## config.mk

```make
export PLATFORM = sky130hd
export DESIGN_NAME = i2c_bitrate_gen
export DESIGN_NICKNAME = d
export VERILOG_FILES = /design/src/rtl/i2c_brg_pkg.sv /design/src/rtl/i2c_brg_prescaler.sv /design/src/rtl/i2c_brg_linear.sv /design/src/rtl/i2c_brg_phase.sv /design/src/rtl/i2c_bitrate_gen.sv
export SDC_FILE = /design/constraint.sdc
export NUM_CORES = 1
export LEC_CHECK = 0
export CORE_AREA = 3 3 69 45
export DETAILED_ROUTE_END_ITERATION = 8
export DIE_AREA = 0 0 72 48
export DONT_BUFFER_PORTS = 1
export GPL_ROUTABILITY_DRIVEN = 0
export PLACE_DENSITY = 0.7
export SLEW_MARGIN = 20
export SYNTH_ARGS = -nofsm -noshare
export SYNTH_HDL_FRONTEND = slang
export SYNTH_SLANG_ARGS = --single-unit
```

## constraint.sdc

```tcl
create_clock -name clk -period 2.65 [get_ports clk]
set_clock_uncertainty 0.1 [all_clocks]
set_input_delay 0.1325 -clock clk [delete_from_list [all_inputs] [get_ports clk]]
set_output_delay 0.1325 -clock clk [all_outputs]
set_load 0.05 [all_outputs]
```

## src/rtl/i2c_brg_pkg.sv

```systemverilog
package i2c_brg_pkg;
    localparam int M_W     = 4;   // linear factor width
    localparam int N_W     = 3;   // exponent width
    localparam int PHASES  = 10;  // ticks per SCL period
    localparam int HALF    = 5;   // ticks in the low half

    typedef enum logic {
        ST_HALT = 1'b0,
        ST_RUN  = 1'b1
    } brg_state_e;
endpackage

```

## src/rtl/i2c_brg_prescaler.sv

```systemverilog
module i2c_brg_prescaler #(
    parameter int N_W = i2c_brg_pkg::N_W
) (
    input  logic           clk,
    input  logic           rst_n,
    input  logic           clear_i,
    input  logic [N_W-1:0] n_i,
    output logic           pre_tick_o
);
    localparam int PC_W = 2 ** N_W;

    logic [PC_W-1:0] cnt_q;
    logic [PC_W:0]   span;
    logic [PC_W-1:0] limit;
    logic [N_W:0]    shamt;

    always_comb begin
        shamt = (N_W+1)'(n_i) + (N_W+1)'(1);
        span  = (PC_W+1)'(1) << shamt;
        limit = PC_W'(span - (PC_W+1)'(1));
    end

    assign pre_tick_o = !clear_i && (cnt_q == limit);

    always_ff @(posedge clk) begin
        if (!rst_n || clear_i)  cnt_q <= '0;
        else if (pre_tick_o)    cnt_q <= '0;
        else                    cnt_q <= cnt_q + PC_W'(1);
    end

    // the prescaler never runs past its power-of-two limit
    p_pc_in_range_r3: assert property (@(posedge clk) disable iff (!rst_n)
        cnt_q <= limit);
endmodule

```

## src/rtl/i2c_brg_linear.sv

```systemverilog
module i2c_brg_linear #(
    parameter int M_W = i2c_brg_pkg::M_W
) (
    input  logic           clk,
    input  logic           rst_n,
    input  logic           clear_i,
    input  logic           pre_tick_i,
    input  logic [M_W-1:0] m_i,
    output logic           tick_o
);
    logic [M_W-1:0] cnt_q;

    assign tick_o = pre_tick_i && (cnt_q == m_i);

    always_ff @(posedge clk) begin
        if (!rst_n || clear_i) cnt_q <= '0;
        else if (tick_o)       cnt_q <= '0;
        else if (pre_tick_i)   cnt_q <= cnt_q + M_W'(1);
    end

    // the linear stage never exceeds M
    p_mc_in_range_r3: assert property (@(posedge clk) disable iff (!rst_n)
        cnt_q <= m_i);
endmodule

```

## src/rtl/i2c_brg_phase.sv

```systemverilog
module i2c_brg_phase #(
    parameter int PHASES = i2c_brg_pkg::PHASES,
    parameter int HALF   = i2c_brg_pkg::HALF,
    localparam int PH_W  = $clog2(PHASES)
) (
    input  logic            clk,
    input  logic            rst_n,
    input  logic            clear_i,
    input  logic            tick_i,
    output logic [PH_W-1:0] phase_o,
    output logic            high_o
);
    logic [PH_W-1:0] phase_q;

    always_ff @(posedge clk) begin
        if (!rst_n || clear_i) phase_q <= '0;
        else if (tick_i)       phase_q <= (phase_q == PH_W'(PHASES-1)) ? '0 : phase_q + PH_W'(1);
    end

    assign phase_o = phase_q;
    assign high_o  = (phase_q >= PH_W'(HALF));

    // phase stays within one SCL period
    p_phase_range_r5: assert property (@(posedge clk) disable iff (!rst_n)
        phase_q < PH_W'(PHASES));

    // every tick steps the phase by one, modulo the period
    p_phase_step_r5: assert property (@(posedge clk) disable iff (!rst_n)
        (tick_i && !clear_i) |=> (phase_q == (($past(phase_q) == PH_W'(PHASES-1)) ?
                                              PH_W'(0) : $past(phase_q) + PH_W'(1))));
endmodule

```

## src/rtl/i2c_bitrate_gen.sv

```systemverilog
module i2c_bitrate_gen
    import i2c_brg_pkg::*;
(
    input  logic       clk,
    input  logic       rst_n,
    input  logic       enable,
    input  logic       rate_wr,
    input  logic [6:0] rate_wdata,
    output logic       tick,
    output logic [3:0] phase,
    output logic       scl_high
);
    localparam int RW_W = M_W + N_W;

    brg_state_e     state_q, state_d;
    logic [RW_W-1:0] rate_q;
    logic [M_W-1:0]  m_fac;
    logic [N_W-1:0]  n_fac;
    logic            run_c, clear_c, pre_tick;

    // rate word
    always_ff @(posedge clk) begin
        if (!rst_n)       rate_q <= '0;
        else if (rate_wr) rate_q <= rate_wdata;
    end
    assign m_fac = rate_q[RW_W-1:N_W];
    assign n_fac = rate_q[N_W-1:0];

    // next state
    always_comb begin
        state_d = state_q;
        unique case (state_q)
            ST_HALT: if (enable)  state_d = ST_RUN;
            ST_RUN:  if (!enable) state_d = ST_HALT;
            default: state_d = ST_HALT;
        endcase
    end

    // state register
    always_ff @(posedge clk) begin
        if (!rst_n) state_q <= ST_HALT;
        else        state_q <= state_d;
    end

    // control outputs of the state machine
    always_comb begin
        run_c   = 1'b0;
        clear_c = 1'b1;
        unique case (state_q)
            ST_HALT: begin
                run_c   = 1'b0;
                clear_c = 1'b1;
            end
            ST_RUN: begin
                run_c   = enable;
                clear_c = rate_wr || !enable;
            end
            default: ;
        endcase
    end

    i2c_brg_prescaler #(.N_W(N_W)) u_pre (
        .clk        (clk),
        .rst_n      (rst_n),
        .clear_i    (clear_c),
        .n_i        (n_fac),
        .pre_tick_o (pre_tick)
    );

    logic lin_tick;
    i2c_brg_linear #(.M_W(M_W)) u_lin (
        .clk        (clk),
        .rst_n      (rst_n),
        .clear_i    (clear_c),
        .pre_tick_i (pre_tick && run_c),
        .m_i        (m_fac),
        .tick_o     (lin_tick)
    );

    assign tick = lin_tick && run_c;

    i2c_brg_phase #(.PHASES(PHASES), .HALF(HALF)) u_phase (
        .clk     (clk),
        .rst_n   (rst_n),
        .clear_i (clear_c),
        .tick_i  (tick),
        .phase_o (phase),
        .high_o  (scl_high)
    );

    // nothing is emitted while disabled
    p_quiet_when_off_r6: assert property (@(posedge clk) disable iff (!rst_n)
        !enable |-> !tick);

    // a tick lasts exactly one cycle
    p_single_pulse_r3: assert property (@(posedge clk) disable iff (!rst_n)
        tick |=> !tick);

    // a rate write restarts the SCL phase
    p_restart_r7: assert property (@(posedge clk) disable iff (!rst_n)
        rate_wr |=> (phase == 4'd0));
endmodule

```

==> results.py, run 1 <==
metrics = {
    "worst_setup_path": {
        "max_stage_delay_ns": 0.39,
        "critPathMaxFanout": 7,
        "setup.worst_path.start": "rate_q[0]",
        "start_kind": "flop",
        "slowest_stage": "or3_4",
        "r2r_end": "u_lin.cnt_q[0]",
        "crit_required_ns": 2.42,
        "worstRegToRegCells": 9,
        "crit_type": "flop to primary output",
        "path_buf_inv": 2,
        "crit_path_end_kind": "primary output",
        "r2r_slack_ns": 0.04,
        "r2r_start": "rate_q[0]",
        "crit_family": "simple AND/OR/NAND/NOR gates",
        "worstPathArrival_ns": 2.41,
        "crit_path_cell_trace": "or3_4 -> ha_4 -> nor4bb_4 -> a311o_1 -> a32oi_2 -> o31a_1 -> buf_6 -> nor3_4 -> buf_12",
    },
    "sta": {
        "hold-worst-slack_ns": 0.252,
        "hold_viol": 0,
        "slew_headroom": 0.556,
        "slew_violations": 0,
        "fin_crit_sh": 0.996,
        "rsz0062_at_grt": "yes",
        "tightest_slew_ns": 0.664,
        "setup_violations": 0,
        "fmax_ghz": 0.379,
        "tns_ns": 0,
        "fin_crit_ns": 2.64,
    },
    "synth": {
        "synth_edf_count": 0,
        "ys_seq_elements": 24,
        "synth_nets": 173,
        "synthArstFlopShare": 0,
        "yosysWarningCount": 0,
        "synth_ff_type": "dfxtp_1",
        "ys_seq_area_frac": 0.343,
        "ys_types": 44,
        "avgSynthCellArea_um2": 8.82,
        "netlist_area_mm2": 0.00140,
        "synth_cells": 159,
    },
    "min_path": {
        "hold_depth": 3,
        "worstHoldEndpoint": "u_lin.cnt_q[0]",
        "min_from": "rate_wr",
        "hold_class": "input pin to flop",
    },
    "cells_and_area": {
        "fin_cells": 212,
        "num_antenna_cells": 0,
        "fill_cells": 179,
        "syn_to_final_growth_pct": 26.0,
        "finish.utilization": 0.706,
        "nets": 195,
        "drive_above_1_share": 0.144,
        "fin_area_mm2": 0.00177,
    },
    "power": {
        "leakage_uw": 0.000673,
        "power.internal_uw": 638,
        "p_seq_frac": 0.451,
        "combPwrFrac": 0.155,
        "pwr-share-clk": 0.393,
        "swShare": 0.227,
        "p_sw_uw": 188,
        "power.density_mw_per_mm2": 467,
        "ir_drop_mv": 0.295,
    },
    "route": {
        "drt-initial-drc-count": 94,
        "wl_um": 3350,
        "vias": 1283,
        "post-route-drc-count": 0,
        "wl_per_cell_um": 15.8,
        "drt-pass1-iter-count": 4,
        "avgViaCountPerCell": 6.05,
        "ant_nets": 0,
    },
    "floorplan": {
        "dieArea_mm2": 0.00346,
        "ios": 17,
        "die_x_um": 72,
        "coreArea_mm2": 0.00250,
        "initial_core_util": 0.560,
        "rows": 14,
        "die_h_um": 48,
    },
    "global_route": {
        "grt_pass1_wl_um": 5570,
        "antenna_found_initial": 0,
        "grt_remaining_overflow": 0,
        "grt_pass1_vias": 1117,
        "track_usage": 0.214,
        "grt_max_degree": 15,
    },
    "placement": {
        "post_dp_cell_area_mm2": 0.00148,
        "dpl.cell_count": 190,
        "numPortBuffers": 0,
        "hpwl_um": 2160,
    },
    "clock_tree": {
        "clk_pin_slew_ns": 0.09,
        "cts_made_buffers": 3,
        "cts-root-buf": "clkbuf_8",
        "cts_tree": "done",
        "h-tree-depth": 1,
        "insertion_delay_ns": 0.27,
        "cts_buffer_depth": 2,
        "cts.sinks": 24,
    },
    "flow_run": {
        "cap_violations": 0,
    },
    "status": {
        "outcome": "finished clean",
    },
}
-- registers in the layout (all words and copies together) (netlist names) --
| signal | cells |
|---|---|
| u_pre.cnt_q | 8 |
| rate_q | 7 |
| state_q | 1 |
| u_lin.cnt_q | 4 |
| u_phase.phase_o | 4 |
-- worst max-delay path by stage --
stage	end	slack, ns	depth (start not counted)
detailed placement	u_lin.cnt_q[0]	0.10	8
global placement	u_lin.cnt_q[0]	0.14	8
CTS	tick	0.007	9
floorplan	u_lin.cnt_q[0]	0.01	10
global route	tick	-0.10	9
finish	tick	0.009	9
-- what timing repair did --
item | in CTS | in global routing
hold endpoints to repair | 8 | 0
hold buffers | 15 | 0
resized for setup | 0 | 9
buffers inserted | 2 | 1
pin swaps | 1 | 4
setup endpoints to repair | 1 | 17
-- worst min-delay path, cell delays in order --
cell     delay [ns]
nor2b_1        0.04
nand2_1        0.36
a21oi_2        0.05
-- synthesized netlist by cell type (4+ instances only) --
cell type  instances  area (µm²)
mux2i_1            8        80.1
dfxtp_1           24         480
nor2_1             5        18.8
buf_2              5        25.0
nand3_1           11        55.1
xnor2_1            6        52.6
nand2_1            6        22.5
xor2_1             8        70.1
o31ai_1            5        37.5
nand4_1            4        25.0
nor3_1             8        40.0
a21oi_1            8        40.0
inv_1              5        18.8
nor2b_1           12        75.1
-- power by group through the flow --
stage                     clock [µW]  combinational [µW]  sequential (µW)
after global placement             0                84.3              380
after detailed placement           0                87.4              381
after global routing             346                 140              374
final                            325                 128              373
after CTS                        330                 113              372
after floorplan                    0                68.6              380
-- through the flow --
stage / power (µW) / worst slack [ns]
5_1_grt: 860 / -0.101
4_1_cts: 815 / 0.00664
3_3_place_gp: 465 / 0.135
2_1_floorplan: 449 / 0.00983
3_5_place_dp: 468 / 0.102
6_report: 826 / 0.00930
-- logic make-up after synthesis --
| family | count (synthesis) | share of synthesized area |
|---|---|---|
| flip-flops | 24 | 0.343 |
| AO/OA/AOI/OAI | 30 | 0.156 |
| adder cells (fa/ha/maj) | 3 | 0.0268 |
| buffers and inverters | 13 | 0.0500 |
| XOR/XNOR | 14 | 0.0874 |
| other | 1 | 0.00267 |
| multiplexers | 8 | 0.0571 |
| AND/OR/NAND/NOR | 66 | 0.277 |
-- cells in the final DEF, fill, tap and decap left out, types with 2 or more instances in the layout --
master / instances
nand2_1: 6
o21ai_0: 2
clkbuf_8: 3
dlygate4sd3_1: 15
a211oi_1: 2
nand4_1: 4
and2_1: 2
xor2_1: 8
a41o_1: 2
or4_1: 3
mux2i_1: 8
nand3_1: 11
nor2_1: 5
buf_4: 8
o31ai_1: 5
and3_1: 3
a21oi_1: 7
nor3_1: 7
xnor2_1: 5
o311ai_0: 2
dfxtp_1: 23
inv_1: 5
ha_1: 2
nor2b_1: 12
nand2b_1: 2
-- final cells by class --
type | count | area, µm² | area share
Multi-Input combinational cell | 122 | 915 | 0.517
Tap cell | 32 | 40.0 | 0.0226
Sequential cell | 24 | 482 | 0.272
Clock inverter | 1 | 30.0 | 0.0170
Inverter | 5 | 18.8 | 0.0106
Clock buffer | 3 | 41.3 | 0.0234
Timing Repair Buffer | 25 | 241 | 0.137
-- layer usage --
metal,GRT usage,share of wire,vias up
met4,0.0225,0.0042,0
met5,0,0,-
met2,0.336,0.43,57
met1,0.305,0.48,590
met3,0.0587,0.081,4
li1,-,-,632
Power figures use the tool's default switching activity.
==> run 2: changes to the inputs <==
--- a/config.mk
+++ b/config.mk
@@ -5,12 +5,13 @@
 export SDC_FILE = /design/constraint.sdc
 export NUM_CORES = 1
 export LEC_CHECK = 0
-export CORE_AREA = 3 3 69 45
+export CORE_AREA = 3 3 67 44
+export CTS_BUF_LIST = sky130_fd_sc_hd__clkbuf_4
 export DETAILED_ROUTE_END_ITERATION = 8
-export DIE_AREA = 0 0 72 48
+export DIE_AREA = 0 0 70 47
 export DONT_BUFFER_PORTS = 1
 export GPL_ROUTABILITY_DRIVEN = 0
-export PLACE_DENSITY = 0.7
+export PLACE_DENSITY = 0.73
 export SLEW_MARGIN = 20
 export SYNTH_ARGS = -nofsm -noshare
 export SYNTH_HDL_FRONTEND = slang
==> results.py, run 2 (synthesized netlist as in run 1, its figures left out) <==
metrics = {
    "sta": {
        "fmax_ghz": 0.378,
        "rsz0062_at_grt": "yes",
        "slew_violations": 0,
        "fin_crit_sh": 0.999,
        "fin_crit_ns": 2.65,
        "slew_headroom": 0.551,
        "setup_violations": 0,
        "layout_setup_ws_ns": 0.00298,
        "hold_viol": 0,
        "hold-worst-slack_ns": 0.176,
        "tightest_slew_ns": 0.673,
    },
    "route": {
        "ant_nets": 0,
        "wl_per_cell_um": 15.5,
        "vias": 1280,
        "drt-pass1-iter-count": 4,
        "post-route-drc-count": 0,
        "avgViaCountPerCell": 5.95,
        "wl_um": 3330,
        "drt-initial-drc-count": 85,
    },
    "worst_setup_path": {
        "crit_path_end_kind": "primary output",
        "max_stage_delay_ns": 0.40,
        "path_buf_inv": 2,
        "worstRegToRegCells": 9,
        "r2r_start": "rate_q[2]",
        "critPathMaxFanout": 6,
        "crit_path_cell_trace": "or3_4 -> ha_4 -> nor4bb_2 -> a311o_1 -> a32oi_2 -> o31a_1 -> buf_6 -> nor3_4 -> buf_12",
        "crit_type": "flop to primary output",
        "r2r_end": "u_phase.phase_o[0]",
        "worstPathArrival_ns": 2.41,
        "crit_required_ns": 2.42,
        "crit_family": "simple AND/OR/NAND/NOR gates",
        "r2r_slack_ns": 0.03,
        "start_kind": "flop",
        "slowest_stage": "or3_4",
    },
    "floorplan": {
        "rows": 14,
        "ios": 17,
        "initial_core_util": 0.580,
        "dieArea_mm2": 0.00329,
        "coreArea_mm2": 0.00242,
        "die_x_um": 70,
        "die_h_um": 47,
    },
    "placement": {
        "dpl.cell_count": 191,
        "post-place-ws_ns": 0.0763,
        "hpwl_um": 2250,
        "numPortBuffers": 0,
    },
    "global_route": {
        "track_usage": 0.232,
        "grt_max_degree": 15,
        "grt_pass1_vias": 1294,
        "antenna_found_initial": 0,
        "grt_pass1_wl_um": 5880,
        "grt_remaining_overflow": 0,
    },
    "min_path": {
        "hold_depth": 4,
        "worstHoldEndpoint": "u_phase.phase_o[2]",
        "min_from": "enable",
        "hold_class": "input pin to flop",
    },
    "cells_and_area": {
        "nets": 198,
        "fin_cells": 215,
        "largestRegisters": "u_pre.cnt_q: 8 flops, rate_q: 7 flops",
        "layout_common_cells": "23 x dfxtp_1, 15 x dlygate4sd3_1, 11 x nand3_1, 11 x nor2b_1, 11 x buf_4",
        "largest_reg_flops": 8,
        "fill_cells": 169,
        "final_common_cell": "dfxtp_1",
        "largest-register": "u_pre.cnt_q",
        "multi_input_area_um2": 917,
        "syn_to_final_growth_pct": 26.5,
        "num_antenna_cells": 0,
        "drive_above_1_share": 0.164,
        "regArea_um2": 482,
        "finish.utilization": 0.734,
    },
    "status": {
        "outcome": "finished clean",
    },
    "clock_tree": {
        "clk_pin_slew_ns": 0.14,
        "cts_buffer_depth": 2,
        "cts-root-buf": "clkbuf_4",
        "cts_made_buffers": 3,
        "h-tree-depth": 1,
        "cts.sinks": 24,
        "insertion_delay_ns": 0.32,
        "cts_tree": "done",
    },
    "flow_run": {
        "cap_violations": 0,
    },
    "power": {
        "ir_drop_mv": 0.279,
        "leakage_uw": 0.000683,
        "p_total_uw": 775,
        "power.density_mw_per_mm2": 437,
    },
}
## run 2: how the worst max path moves through the flow
stage               slack (ns)      start  cells after the start        endpoint
global route             -0.15  rate_q[2]                      9            tick
detailed placement        0.08  rate_q[0]                      8  u_lin.cnt_q[0]
finish                   0.003  rate_q[2]                      9            tick
CTS                      -0.02  rate_q[2]                      8            tick
global placement          0.14  rate_q[0]                      7  u_lin.cnt_q[1]
floorplan                 0.01  rate_q[1]                     10  u_lin.cnt_q[0]
## run 2: final cells by class
| cell class | instances | share of cell area |
|---|---|---|
| Clock buffer | 3 | 0.0127 |
| Sequential cell | 24 | 0.272 |
| Timing Repair Buffer | 28 | 0.149 |
| Inverter | 5 | 0.0106 |
| Multi-Input combinational cell | 122 | 0.517 |
| Tap cell | 32 | 0.0226 |
| Clock inverter | 1 | 0.0169 |
## run 2: worst min-delay path, stage by stage
cell and delay, ns:
nand4_1 0.09, a211o_1 0.13, buf_4 0.14, o41ai_1 0.08
## run 2: routing by layer
layer	wire length, µm	global-route usage	vias up
met5	0	0	-
met4	65	0.0763	0
met3	246	0.0748	10
met2	1490	0.394	56
met1	1520	0.289	578
li1	-	-	636
## run 2: power breakdown
group / total, µW / switching [µW] / internal, µW
Clock: 268 / 115 / 153
Sequential: 373 / 4.51 / 368
Combinational: 134 / 61.6 / 72.6
## run 2: what timing repair did
action | CTS | global route
hold endpoints to repair | 8 | 0
pin swaps | 7 | 2
setup buffers | 5 | 0
setup endpoints to repair | 1 | 17
hold buffers | 15 | 0
resized for setup | 6 | 4
## run 2: per-stage QoR
step	cell area (µm²)	setup TNS, ns
finish	1770	0
global route	1770	-0.440
CTS	1760	-0.0152
detailed placement	1490	0
global placement	1490	0
floorplan	1420	0
==> run 3: changes to the inputs <==
--- a/config.mk
+++ b/config.mk
@@ -5,13 +5,15 @@
 export SDC_FILE = /design/constraint.sdc
 export NUM_CORES = 1
 export LEC_CHECK = 0
-export CORE_AREA = 3 3 67 44
+export CELL_PAD_IN_SITES_DETAIL_PLACEMENT = 1
+export CELL_PAD_IN_SITES_GLOBAL_PLACEMENT = 2
+export CORE_AREA = 3 3 85 55
 export CTS_BUF_LIST = sky130_fd_sc_hd__clkbuf_4
 export DETAILED_ROUTE_END_ITERATION = 8
-export DIE_AREA = 0 0 70 47
+export DIE_AREA = 0 0 88 58
 export DONT_BUFFER_PORTS = 1
 export GPL_ROUTABILITY_DRIVEN = 0
-export PLACE_DENSITY = 0.73
+export PLACE_DENSITY = 0.72
 export SLEW_MARGIN = 20
 export SYNTH_ARGS = -nofsm -noshare
 export SYNTH_HDL_FRONTEND = slang
==> results.py, run 3 (synthesized netlist as in run 1, its figures left out) <==
metrics = {
    "sta": {
        "layout_setup_ws_ns": -0.0866,
        "hold_viol": 0,
        "slew_headroom": 0.533,
        "tightest_slew_ns": 0.699,
        "rsz0062_at_grt": "yes",
        "slew_violations": 0,
        "tns_ns": -0.154,
        "fin_crit_sh": 1.03,
        "hold-worst-slack_ns": 0.197,
        "setup_violations": 4,
        "fmax_ghz": 0.365,
        "fin_crit_ns": 2.74,
    },
    "power": {
        "power.density_mw_per_mm2": 370,
        "leakage_uw": 0.000688,
        "ir_drop_mv": 0.166,
    },
    "worst_setup_path": {
        "crit_type": "flop to primary output",
        "start_kind": "flop",
        "max_stage_delay_ns": 0.40,
        "r2r_slack_ns": -0.04,
        "setup.worst_path.start": "rate_q[0]",
        "crit_path_end_kind": "primary output",
        "cp-endpoint": "tick",
        "worstRegToRegCells": 10,
        "worstPathArrival_ns": 2.50,
        "crit_required_ns": 2.42,
        "critPathMaxFanout": 6,
        "r2r_end": "u_lin.cnt_q[3]",
        "path_buf_inv": 2,
        "crit_path_cell_trace": "or3_4 -> ha_4 -> or3_1 -> nand3_1 -> a32oi_1 -> o31a_2 -> buf_4 -> nor3_4 -> buf_12",
        "crit_cells": 9,
        "crit_family": "simple AND/OR/NAND/NOR gates",
        "r2r_start": "rate_q[0]",
        "slowest_stage": "or3_4",
    },
    "cells_and_area": {
        "drive_above_1_share": 0.204,
        "layout_common_cells": "22 x dfxtp_1, 15 x dlygate4sd3_1, 12 x buf_4",
        "finish.utilization": 0.460,
        "final_common_cell": "dfxtp_1",
        "largest_reg_flops": 8,
        "nets": 201,
        "syn_to_final_growth_pct": 30.9,
        "largestRegisters": "u_pre.cnt_q: 8 flops, rate_q: 7 flops",
        "fill_cells": 455,
        "num_antenna_cells": 0,
        "largest-register": "u_pre.cnt_q",
    },
    "floorplan": {
        "die_h_um": 58,
        "die_x_um": 88,
        "initial_core_util": 0.352,
        "ios": 17,
        "coreArea_mm2": 0.00399,
        "dieArea_mm2": 0.00510,
        "rows": 18,
    },
    "route": {
        "wl_um": 4140,
        "wl_per_cell_um": 17.5,
        "vias": 1310,
        "drt-initial-drc-count": 79,
        "ant_nets": 0,
        "drt-pass1-iter-count": 4,
        "avgViaCountPerCell": 5.55,
        "post-route-drc-count": 0,
    },
    "clock_tree": {
        "clk_pin_slew_ns": 0.14,
        "cts-root-buf": "clkbuf_4",
        "cts.sinks": 24,
        "h-tree-depth": 1,
        "cts_buffer_depth": 2,
        "cts_tree": "done",
        "insertion_delay_ns": 0.32,
        "cts_made_buffers": 3,
    },
    "status": {
        "violations": "setup timing",
        "outcome": "complete, but fails checks",
    },
    "min_path": {
        "hold_class": "input pin to flop",
    },
    "placement": {
        "numPortBuffers": 0,
        "hpwl_um": 2740,
        "post-place-ws_ns": -0.00837,
    },
    "global_route": {
        "grt_pass1_wl_um": 6630,
        "grt_pass1_vias": 1296,
        "track_usage": 0.170,
        "grt_remaining_overflow": 0,
        "antenna_found_initial": 0,
        "grt_max_degree": 14,
    },
    "flow_run": {
        "cap_violations": 0,
    },
}
==> run 3: layout make-up <==
| cell class | count | area, µm² | area share |
|---|---|---|---|
| clock inverter | 1 | 3.75 | 0.00204 |
| clock buffer | 3 | 22.5 | 0.0123 |
| timing repair buffer | 31 | 303 | 0.165 |
| tap | 50 | 62.6 | 0.0341 |
| inverter | 5 | 18.8 | 0.0102 |
| multi-input combinational | 122 | 942 | 0.513 |
| sequential | 24 | 483 | 0.263 |
==> run 3: report_power, final <==
group / leakage, µW / switching [µW] / internal, µW / total [µW]
combinational: 0.000477 / 66.0 / 70.4 / 136
sequential: 0.000196 / 5.03 / 369 / 374
clock: 0.0000154 / 115 / 55.2 / 170
total: 0.000688 / 186 / 494 / 680
==> run 3: how the worst min path moves through the flow <==
stage / start / end / depth (start not counted)
CTS: enable / u_phase.phase_o[2] / 3
detailed placement: rst_n / rate_q[6] / 1
finish: enable / u_phase.phase_o[3] / 4
global route: enable / u_phase.phase_o[2] / 4
global placement: rst_n / rate_q[4] / 1
floorplan: rst_n / rate_q[0] / 1
==> run 3: metrics by stage <==
| stage | total power [µW] | cell area, µm² | std cells |
|---|---|---|---|
| finish | 680 | 1840 | 236 |
| global route | 714 | 1840 | 236 |
| CTS | 679 | 1740 | 232 |
| detailed placement | 473 | 1500 | 208 |
| global placement | 469 | 1500 | 208 |
| floorplan | 449 | 1420 | 159 |
==> run 3: layer usage <==
| metal | wire, µm | track usage |
|---|---|---|
| met2 | 1810 | 0.259 |
| met3 | 153 | 0.0412 |
| met4 | 19 | 0.0263 |
| met1 | 2160 | 0.248 |
| met5 | 0 | 0 |
==> run 3: repair_timing <==
action                                 in CTS  in global routing
setup endpoints to repair                   2                 17
gates resized for setup                     7                 11
pin swaps                                   6                 10
hold buffers                               15                  0
endpoints found under the hold margin       8                  0
setup buffers                               5                  4
==> run 3: worst min-delay path: stages <==
cell and delay [ns]:
nand4_1 0.07, a211o_1 0.18, or4_1 0.14, nand2_1 0.06
